`config.mk`:
```
export PLATFORM = sky130hd
export DESIGN_NAME = fifo_uart_drain
export DESIGN_NICKNAME = d
export VERILOG_FILES = /design/src/rtl/fifo_uart_pkg.sv /design/src/rtl/fifo_store.sv /design/src/rtl/drain_ctrl.sv /design/src/rtl/baud_tick.sv /design/src/rtl/serial_tx.sv /design/src/rtl/fifo_uart_drain.sv
export SDC_FILE = /design/constraint.sdc
export NUM_CORES = 1
export LEC_CHECK = 0
export ABC_AREA = 1
export BUFFER_PORTS_ARGS = -buffer_cell sky130_fd_sc_hd__clkbuf_2
export CAP_MARGIN = 20
export CORE_ASPECT_RATIO = 1.75
export CORE_UTILIZATION = 37
export CTS_CLUSTER_SIZE = 24
export DETAILED_ROUTE_END_ITERATION = 16
export SYNTH_ARGS = -nofsm -noshare
export SYNTH_HDL_FRONTEND = slang
export SYNTH_SLANG_ARGS = --single-unit
```
`constraint.sdc`:
```
create_clock -name clk -period 2.4 [get_ports clk]
set_input_delay 0.36 -clock clk [delete_from_list [all_inputs] [get_ports clk]]
set_output_delay 0.36 -clock clk [all_outputs]
set_load 0.02 [all_outputs]
```
`src/rtl/fifo_uart_pkg.sv`:
```
package fifo_uart_pkg;
  localparam int FRAME_BITS = 10;
  typedef enum logic {
    TX_IDLE  = 1'b0,
    TX_SHIFT = 1'b1
  } tx_state_t;
endpackage

```
`src/rtl/fifo_store.sv`:
```
module fifo_store #(
  parameter int W     = 8,
  parameter int DEPTH = 8
) (
  input  logic         clk,
  input  logic         rst_n,
  input  logic         wr_en,
  input  logic [W-1:0] wr_data,
  input  logic         rd_en,
  output logic [W-1:0] rd_data,
  output logic         full_n,
  output logic         empty_n
);
  localparam int PW = (DEPTH > 1) ? $clog2(DEPTH) : 1;
  localparam int CW = $clog2(DEPTH + 1);
  localparam logic [CW-1:0] FULL_CNT = CW'(DEPTH);
  localparam logic [PW-1:0] LAST_IDX = PW'(DEPTH - 1);

  logic [W-1:0]  mem [DEPTH];
  logic [PW-1:0] wr_ptr, rd_ptr;
  logic [CW-1:0] count;
  logic          do_wr, do_rd;

  assign do_wr   = wr_en && (count != FULL_CNT);
  assign do_rd   = rd_en && (count != '0);
  assign full_n  = (count != FULL_CNT);
  assign empty_n = (count != '0);
  assign rd_data = mem[rd_ptr];

  always_ff @(posedge clk) begin
    if (do_wr) mem[wr_ptr] <= wr_data;
  end

  always_ff @(posedge clk or negedge rst_n) begin
    if (!rst_n) begin
      wr_ptr <= '0;
      rd_ptr <= '0;
      count  <= '0;
    end else begin
      if (do_wr) wr_ptr <= (wr_ptr == LAST_IDX) ? '0 : wr_ptr + 1'b1;
      if (do_rd) rd_ptr <= (rd_ptr == LAST_IDX) ? '0 : rd_ptr + 1'b1;
      case ({do_wr, do_rd})
        2'b10:   count <= count + 1'b1;
        2'b01:   count <= count - 1'b1;
        default: count <= count;
      endcase
    end
  end
endmodule

```
`src/rtl/drain_ctrl.sv`:
```
module drain_ctrl (
  input  logic clk,
  input  logic rst_n,
  input  logic full_n,
  input  logic empty_n,
  input  logic flush,
  output logic draining
);
  logic start_drain;

  // A full buffer, or a flush request while holding data, opens the interval.
  assign start_drain = !full_n || (flush && empty_n);

  always_ff @(posedge clk or negedge rst_n) begin
    if (!rst_n) begin
      draining <= 1'b0;
    end else if (!draining) begin
      draining <= start_drain;
    end else if (!empty_n) begin
      draining <= 1'b0;
    end
  end
endmodule

```
`src/rtl/baud_tick.sv`:
```
module baud_tick #(
  parameter int DIV = 5208
) (
  input  logic clk,
  input  logic rst_n,
  input  logic run,
  input  logic restart,
  output logic tick
);
  localparam int CW = (DIV > 1) ? $clog2(DIV) : 1;
  localparam logic [CW-1:0] TOP = CW'(DIV - 1);

  logic [CW-1:0] cnt;

  assign tick = run && (cnt == TOP);

  always_ff @(posedge clk or negedge rst_n) begin
    if (!rst_n) begin
      cnt <= '0;
    end else if (restart || !run || tick) begin
      cnt <= '0;
    end else begin
      cnt <= cnt + 1'b1;
    end
  end
endmodule

```
`src/rtl/serial_tx.sv`:
```
module serial_tx
  import fifo_uart_pkg::*;
#(
  parameter int DATA_W   = 8,
  parameter int BAUD_DIV = 5208
) (
  input  logic              clk,
  input  logic              rst_n,
  input  logic              load,
  input  logic [DATA_W-1:0] data,
  output logic              idle,
  output logic              tx
);
  localparam int SW = DATA_W + 2;
  localparam int BW = $clog2(SW);
  localparam logic [BW-1:0] LAST_BIT = BW'(SW - 1);

  tx_state_t     state;
  logic [SW-1:0] shreg;
  logic [BW-1:0] bit_idx;
  logic          tick;

  baud_tick #(.DIV(BAUD_DIV)) u_tick (
    .clk     (clk),
    .rst_n   (rst_n),
    .run     (state == TX_SHIFT),
    .restart (load),
    .tick    (tick)
  );

  assign idle = (state == TX_IDLE);
  assign tx   = shreg[0];

  always_ff @(posedge clk or negedge rst_n) begin
    if (!rst_n) begin
      state   <= TX_IDLE;
      shreg   <= '1;
      bit_idx <= '0;
    end else if (load && idle) begin
      state   <= TX_SHIFT;
      shreg   <= {1'b1, data, 1'b0};
      bit_idx <= '0;
    end else if (tick) begin
      shreg   <= {1'b1, shreg[SW-1:1]};
      bit_idx <= bit_idx + 1'b1;
      if (bit_idx == LAST_BIT) state <= TX_IDLE;
    end
  end
endmodule

```
`src/rtl/fifo_uart_drain.sv`:
```
module fifo_uart_drain
  import fifo_uart_pkg::*;
#(
  parameter int DATA_W   = 8,
  parameter int DEPTH    = 8,
  parameter int BAUD_DIV = 5208
) (
  input  logic              clk,
  input  logic              rst_n,
  input  logic              in_valid,
  input  logic [DATA_W-1:0] in_data,
  output logic              in_ready,
  input  logic              flush,
  output logic              full_n,
  output logic              empty_n,
  output logic              wr_pause,
  output logic              tx
);
  logic              draining;
  logic              tx_idle;
  logic              pop;
  logic [DATA_W-1:0] head;

  assign in_ready = full_n && !draining;
  assign wr_pause = draining;
  assign pop      = draining && empty_n && tx_idle;

  fifo_store #(.W(DATA_W), .DEPTH(DEPTH)) u_fifo (
    .clk     (clk),
    .rst_n   (rst_n),
    .wr_en   (in_valid && in_ready),
    .wr_data (in_data),
    .rd_en   (pop),
    .rd_data (head),
    .full_n  (full_n),
    .empty_n (empty_n)
  );

  drain_ctrl u_ctrl (
    .clk      (clk),
    .rst_n    (rst_n),
    .full_n   (full_n),
    .empty_n  (empty_n),
    .flush    (flush),
    .draining (draining)
  );

  serial_tx #(.DATA_W(DATA_W), .BAUD_DIV(BAUD_DIV)) u_tx (
    .clk   (clk),
    .rst_n (rst_n),
    .load  (pop),
    .data  (head),
    .idle  (tx_idle),
    .tx    (tx)
  );
endmodule

```
---- Word level (Yosys, flattened, before mapping) ----
Memories as Yosys holds them, arrays and structs flattened.
Cells that the tools add are included.
cells by class
  multiply operators ...................... 0
  equality and inequality tests ........... 7
  reduce and logical (&&, ||, !) cells .... 20
  mux-type cells .......................... 15
  $lt $le $gt $ge ......................... 0
  div/mod/pow operators ................... 0
  shift-type cells ........................ 0
  add/sub/neg operators ................... 6
  bitwise operators ....................... 1
operator list
  kind                   count
  $mux 10                2
  $add 13x1->13 const B  1
  $eq 13x13->1 const B   1
  $mux 13                1
  $logic_and 1x1->1      9
  $add 4x1->4 const B    2
  $mux 4                 2
  $pmux 4 s2             1
  $mux 1                 7
  $add 3x1->3 const B    2
  $eq 3x3->1 const B     2
  $mux 3                 2
  $reduce_bool 2->1      3
  $eq 4x4->1 const B     1
  $ne 4x4->1 const B     1
  $reduce_bool 4->1      1
  $sub 4x1->4 const B    1
  $logic_not 1->1        3
  $logic_or 1x1->1       3
  $eq 2x1->1 const B     1
  $eq 2x2->1 const B     1
  $reduce_and 2->1       1
  $not 1->1              1
word-level totals
  flip-flop bits (word level) ............. 39
  word-level logic and storage cells ...... 58
  memory bits (read-only) ................. 0
  memory bits (writable) .................. 64
  memories ................................ 1
  input bits .............................. 12
  latch bits .............................. 0
memory list
  name        depth  width  read ports  clocked after memory_dff  wr ports  line              text
  u_fifo.mem  8      8      1           0                         1         fifo_store.sv:19  logic [W-1:0] mem [DEPTH];

---- Logic depth before layout (Yosys ltp) ----
  depth after elaboration ................. 6
  gate-level depth with buffers ........... 11
  gate-level depth less buffers ........... 11

---- Hierarchy ----
From an unflattened synthesis, not the netlist that was laid out.
second synthesis, totals
  cell total of the unflattened synthesis .. 564
  area total of the unflattened synthesis .. 4997.3 um^2
by module, submodules not included
  module           cells an instance  area an instance (um^2)  instances
  fifo_store       362                3423.3                   1
  baud_tick        107                753.2                    1
  serial_tx        83                 745.7                    1
  drain_ctrl       4                  40.0                     1
  fifo_uart_drain  8                  35.0                     1

---- Least setup slack after synthesis ----
OpenSTA, ideal clock, no wires.
  path type ............................... register to register
  start point ............................. register u_fifo.count[2]
  end point ............................... register u_fifo.count[2]
  library setup time ...................... 0.128 ns
  path slack .............................. 0.410 ns
  stages on the path, launching flop included .. 12
  data required time ...................... 2.272 ns
  period minus slack after synthesis ...... 1.990 ns
  data arrival time ....................... 1.862 ns
  path through ............................ dfrtp_1 nor2_2 nand2_4 nor2_8 nor2_8 buf_8 ha_1 xor2_1 ha_1 a21oi_1 xor2_1 o21ai_0
between the ends
  cells in the longest elaborated chain, start to end .. 6
RTL lines
  element                                                 line                                text
  from (decl)                                             fifo_store.sv:21                    logic [CW-1:0] count;
  from (signal assigned)                                  fifo_store.sv:43                    2'b10: count <= count + 1'b1;
  from (signal assigned)                                  fifo_store.sv:44                    2'b01: count <= count - 1'b1;
  from (signal assigned)                                  fifo_store.sv:45                    default: count <= count;
  $reduce_bool 4->1 (*)                                   fifo_store.sv:25, fifo_store.sv:27
  $logic_and 1x1->1 (2 in series)                         fifo_uart_drain.sv:26               assign pop = draining && empty_n && tx_idle;
  $logic_and 1x1->1 (*)                                   fifo_store.sv:25                    assign do_rd = rd_en && (count != '0);
  net u_fifo.do_rd                                        fifo_store.sv:22                    logic do_wr, do_rd;
  $eq 2x1->1 / $eq 2x2->1 (equally long branches)         fifo_store.sv:42                    case ({do_wr, do_rd})
  $pmux 4 s2 / $reduce_bool 2->1 (equally long branches)  n/a
Mark *: on every way through the listed nets, which the timed path passes. The rest lies on a longest branch.
A chain may end at the register's enable or synchronous reset.

---- Worst setup path after layout ----
  start point ............................. register u_fifo.count[2]
  end point ............................... register u_fifo.count[2]
between the ends
  cells in the longest elaborated chain, start to end .. 6
RTL lines
  element                                                 line
  $ne 4x4->1 / $reduce_bool 4->1 (equally long branches)  n/a
  $logic_and 1x1->1 (on tied branches)                    fifo_uart_drain.sv:24, fifo_uart_drain.sv:26
  $logic_and 1x1->1 (on tied branches)                    fifo_uart_drain.sv:31, fifo_uart_drain.sv:26
  $logic_and 1x1->1 (on tied branches)                    fifo_store.sv:24, fifo_store.sv:25
  $eq 2x1->1 / $eq 2x2->1 (equally long branches)         fifo_store.sv:42
  $pmux 4 s2 / $reduce_bool 2->1 (equally long branches)  n/a
Parallel ways exist; a longest one is shown, timed or not.

==> impl_metrics.csv <==
group,metric,value,unit
clock_tree,cts_resized,0,
setup_path,end_kind,"flip-flop",
floorplan,core_area,12600,um2
cells_and_area,multi_input_area,1550,um2
timing,whs,52.0,ps
cells_and_area,final_layout_size_suffix_gt1_share,16.5,%
routing,post_drt_wl_per_cell,13.9,um
clock_tree,hold_buffers,0,
logic_synthesis,synth_seq_area_share,59.7,%
setup_path,slowest_stage,"dfrtp_1",
timing,fmax,0.481,GHz
global_route,grt_usage,15.8,%
setup_path,critPathLaunchType,"flip-flop",
floorplan,die_x,88.4,um
setup_path,cp-startpoint,"u_fifo.count[2]",
routing,wl,9.56,mm
power,power_density,967,nW/um2
cells_and_area,layout.nets,538,
min_path,hold_class,"primary input to async pin",
floorplan,die_h,153,um
logic_synthesis,synth_compound_area_share,2.41,%
timing,drv_slew,0,
cells_and_area,antenna_cells,0,
floorplan,fp.dieArea,13500,um2
logic_synthesis,synth.area.mux_share,0,%
setup_path,slowest_delay,430,ps
clock_tree,cts_tree,"done",
floorplan,start_util,38.3,%
setup_path,worstPathRequired,2620,ps
job,max_cap_violations,0,
global_route,antenna_found_initial,0,
logic_synthesis,yosys-top-cells-area,"edfxtp_1 (40%), dfrtp_1 (15%), nand2_1 (9.9%)",
clock_tree,postCtsSetupBuffers,0,
logic_synthesis,avgSynthCellArea,9.80,um2
routing,drtIter0Drc,151,
setup_path,path_cells,"nor2_2, nand2_4, nor2_8, nor2_8, ha_1, xor2_1, ha_1, a21oi_1, xor2_1, o21ai_0",
setup_path,critPathKind,"flip-flop to flip-flop",
logic_synthesis,yosys.area.top_type_share,39.8,%
timing,rsz0062_at_grt,"no",
power,ir_drop,0.431,mV
clock_tree,clockBufferDepth,2,
routing,ant_nets,0,
logic_synthesis,synth_fa_ha_area_share,2.59,%
logic_synthesis,ys_seq_elements,102,
clock_tree,clk_latency,350,ps
place,gp_congestion,0.844,
clock_tree,cts_htree_levels,3,
place,portBuffers,16,
logic_synthesis,synth_top_family_by_area,"simple AND/OR/NAND/NOR gates",
logic_synthesis,syn_nets,515,
power,leakagePower,2.43,nW
cells_and_area,area_growth,12.3,%
setup_path,worstPathArrival,2300,ps
global_route,grt_pass1_wl,16.1,mm
outcome,status,"finished, final reports clean",
timing,finalCritPeriodShare,86.6,%
timing,worstMarginPinSlew,560,ps
global_route,grt_pass1_vias,3301,
timing,fin_tns_setup,0,ps
logic_synthesis,syn_inst,493,
cells_and_area,fin_cells,689,
global_route,grt_overflow,0,
cells_and_area,postLayoutCellArea,5430,um2
clock_tree,path_clk_slew,70,ps
logic_synthesis,yosys_warnings,0,
routing,dr.pass1.iters,4,
routing,via_count,3238,
floorplan,rows,54,
logic_synthesis,synth_xor_area_share,1.45,%
routing,drc,0,
logic_synthesis,synth_area,4830,um2
place,postPlaceCellArea,5090,um2
logic_synthesis,yosysTopAreaCell,"edfxtp_1",
timing,skew,10.1,ps
floorplan,io_pins,17,
logic_synthesis,netlist-cell-type-count,35,
place,dp_hpwl,6.75,mm
cells_and_area,register_area,2880,um2
timing,slew-limit-headroom,62.6,%
setup_path,r2r_start,"u_fifo.count[2]",
clock_tree,root_buffer,"clkbuf_16",
clock_tree,clock_sinks,102,
timing,hold_viol,0,
timing,fin_crit,2080,ps
place,dp_cells,673,
routing,via_per_inst,4.70,
global_route,grt_max_degree,39,
clock_tree,numCtsBuffers,9,
logic_synthesis,synth_simple_gate_area_share,25.6,%
setup_path,crit_fanout,16,
timing,setup_viol,0,
cells_and_area,fillers,1227,
## cells in the final DEF (no fill, tap or decap)
| cell type | instances |
|---|---|
| o21ai_2 | 1 |
| nand3_2 | 3 |
| o21ai_1 | 3 |
| clkbuf_16 | 9 |
| nand3_1 | 71 |
| nor3_2 | 2 |
| nor2_1 | 26 |
| inv_2 | 5 |
| nor2_8 | 2 |
| nor2_2 | 4 |
| inv_6 | 1 |
| o21bai_1 | 1 |
| dfrtp_1 | 29 |
| nor3_1 | 8 |
| nand2_2 | 11 |
| edfxtp_1 | 64 |
| clkinv_4 | 1 |
| clkinv_1 | 1 |
| o211ai_2 | 1 |
| clkbuf_2 | 16 |
| nand2_4 | 1 |
| xor2_1 | 8 |
| nand2_1 | 128 |
| buf_4 | 12 |
| inv_1 | 66 |
| o31ai_1 | 1 |
| dfstp_2 | 9 |
| ha_1 | 10 |
| bufinv_16 | 2 |
| nor3b_1 | 3 |
| o21ai_0 | 8 |
| nor3b_2 | 2 |
| inv_8 | 4 |
| nand4_1 | 1 |
| a21oi_1 | 5 |
| nor4_1 | 2 |
## final timing paths
kind,slack [ps],end,cells past startpoint
worst max-delay path,320,u_fifo.count[2],10
min in group clk,230,u_ctrl.draining,3
max in group asynchronous,1970,u_tx.shreg[5],2
worst min-delay path,50,u_fifo.wr_ptr[1],2
worst min register to register,470,u_tx.u_tick.cnt[0],1
worst max register to register,320,u_fifo.count[2],10
## Yosys cell counts
| cell type | instances |
|---|---|
| a21oi_1 | 5 |
| buf_12 | 1 |
| buf_2 | 9 |
| buf_4 | 4 |
| buf_6 | 1 |
| buf_8 | 1 |
| clkinv_1 | 1 |
| dfrtp_1 | 29 |
| dfstp_2 | 9 |
| edfxtp_1 | 64 |
| ha_1 | 10 |
| inv_1 | 66 |
| inv_2 | 5 |
| inv_8 | 1 |
| nand2_1 | 128 |
| nand2_2 | 11 |
| nand2_4 | 1 |
| nand3_1 | 71 |
| nand3_2 | 3 |
| nand4_1 | 1 |
| nor2_1 | 26 |
| nor2_2 | 4 |
| nor2_8 | 2 |
| nor3_1 | 8 |
| nor3_2 | 2 |
| nor3b_1 | 3 |
| nor3b_2 | 2 |
| nor4_1 | 2 |
| o211ai_2 | 1 |
| o21ai_0 | 8 |
| o21ai_1 | 3 |
| o21ai_2 | 1 |
| o21bai_1 | 1 |
| o31ai_1 | 1 |
| xor2_1 | 8 |
## flip-flops by register name, summed over array words and instances (netlist names)
register / count
u_tx.bit_idx: 4
u_tx.shreg: 9
u_fifo.rd_ptr: 3
u_fifo.count: 4
u_tx.u_tick.cnt: 13
u_fifo.mem: 64
u_tx.state: 1
u_ctrl.draining: 1
u_fifo.wr_ptr: 3
## cells by family (layout without fill, tap and decap cells)
logic type      after synthesis  count (layout)
compound gates               20              20
xor+xnor                      8               8
fa+ha+maj                    10              10
buf+inv                      89             117
flops                       102             102
simple gates                264             264
## power breakdown
group	total, mW	switching, mW	internal, mW
registers	2.35	0.228	2.12
logic	1.28	0.838	0.446
clock network	1.62	0.678	0.941
total	5.25	1.74	3.51
## routing by layer
| metal | vias up | wire [um] | GRT usage, % |
|---|---|---|---|
| met5 | - | 0 | 0 |
| met4 | 0 | 236 | 6.14 |
| met3 | 15 | 241 | 3.46 |
| met2 | 34 | 5300 | 29.5 |
| met1 | 1549 | 3780 | 16.7 |
| li1 | 1640 | - | - |
## through the flow
step	total power [mW]	worst slack, ps	utilization (%)
2_1_floorplan	3.35	410	-
3_3_place_gp	3.64	412	40.3
3_5_place_dp	3.69	346	40.3
4_1_cts	5.33	330	43.0
5_1_grt	5.59	134	43.0
6_report	5.25	321	43.0
## critical path, delay by kind of cell (launching register included)
kind	cells	cell delay [ps]
AOI/OAI and AO/OA	2	240
xor gates and xnor gates	2	340
DFF	1	430
and+or+nand+nor	4	490
adders and majority gates	2	450
## area by class of cell
class / instances / area share (%)
Sequential cell: 102 / 53.1
Multi-Input combinational cell: 302 / 28.5
Inverter: 73 / 5.19
Clock buffer: 9 / 4.15
Tap cell: 168 / 3.87
Timing Repair Buffer: 28 / 3.13
Clock inverter: 7 / 2.05
No activity file was read; power rests on OpenSTA's default activity.
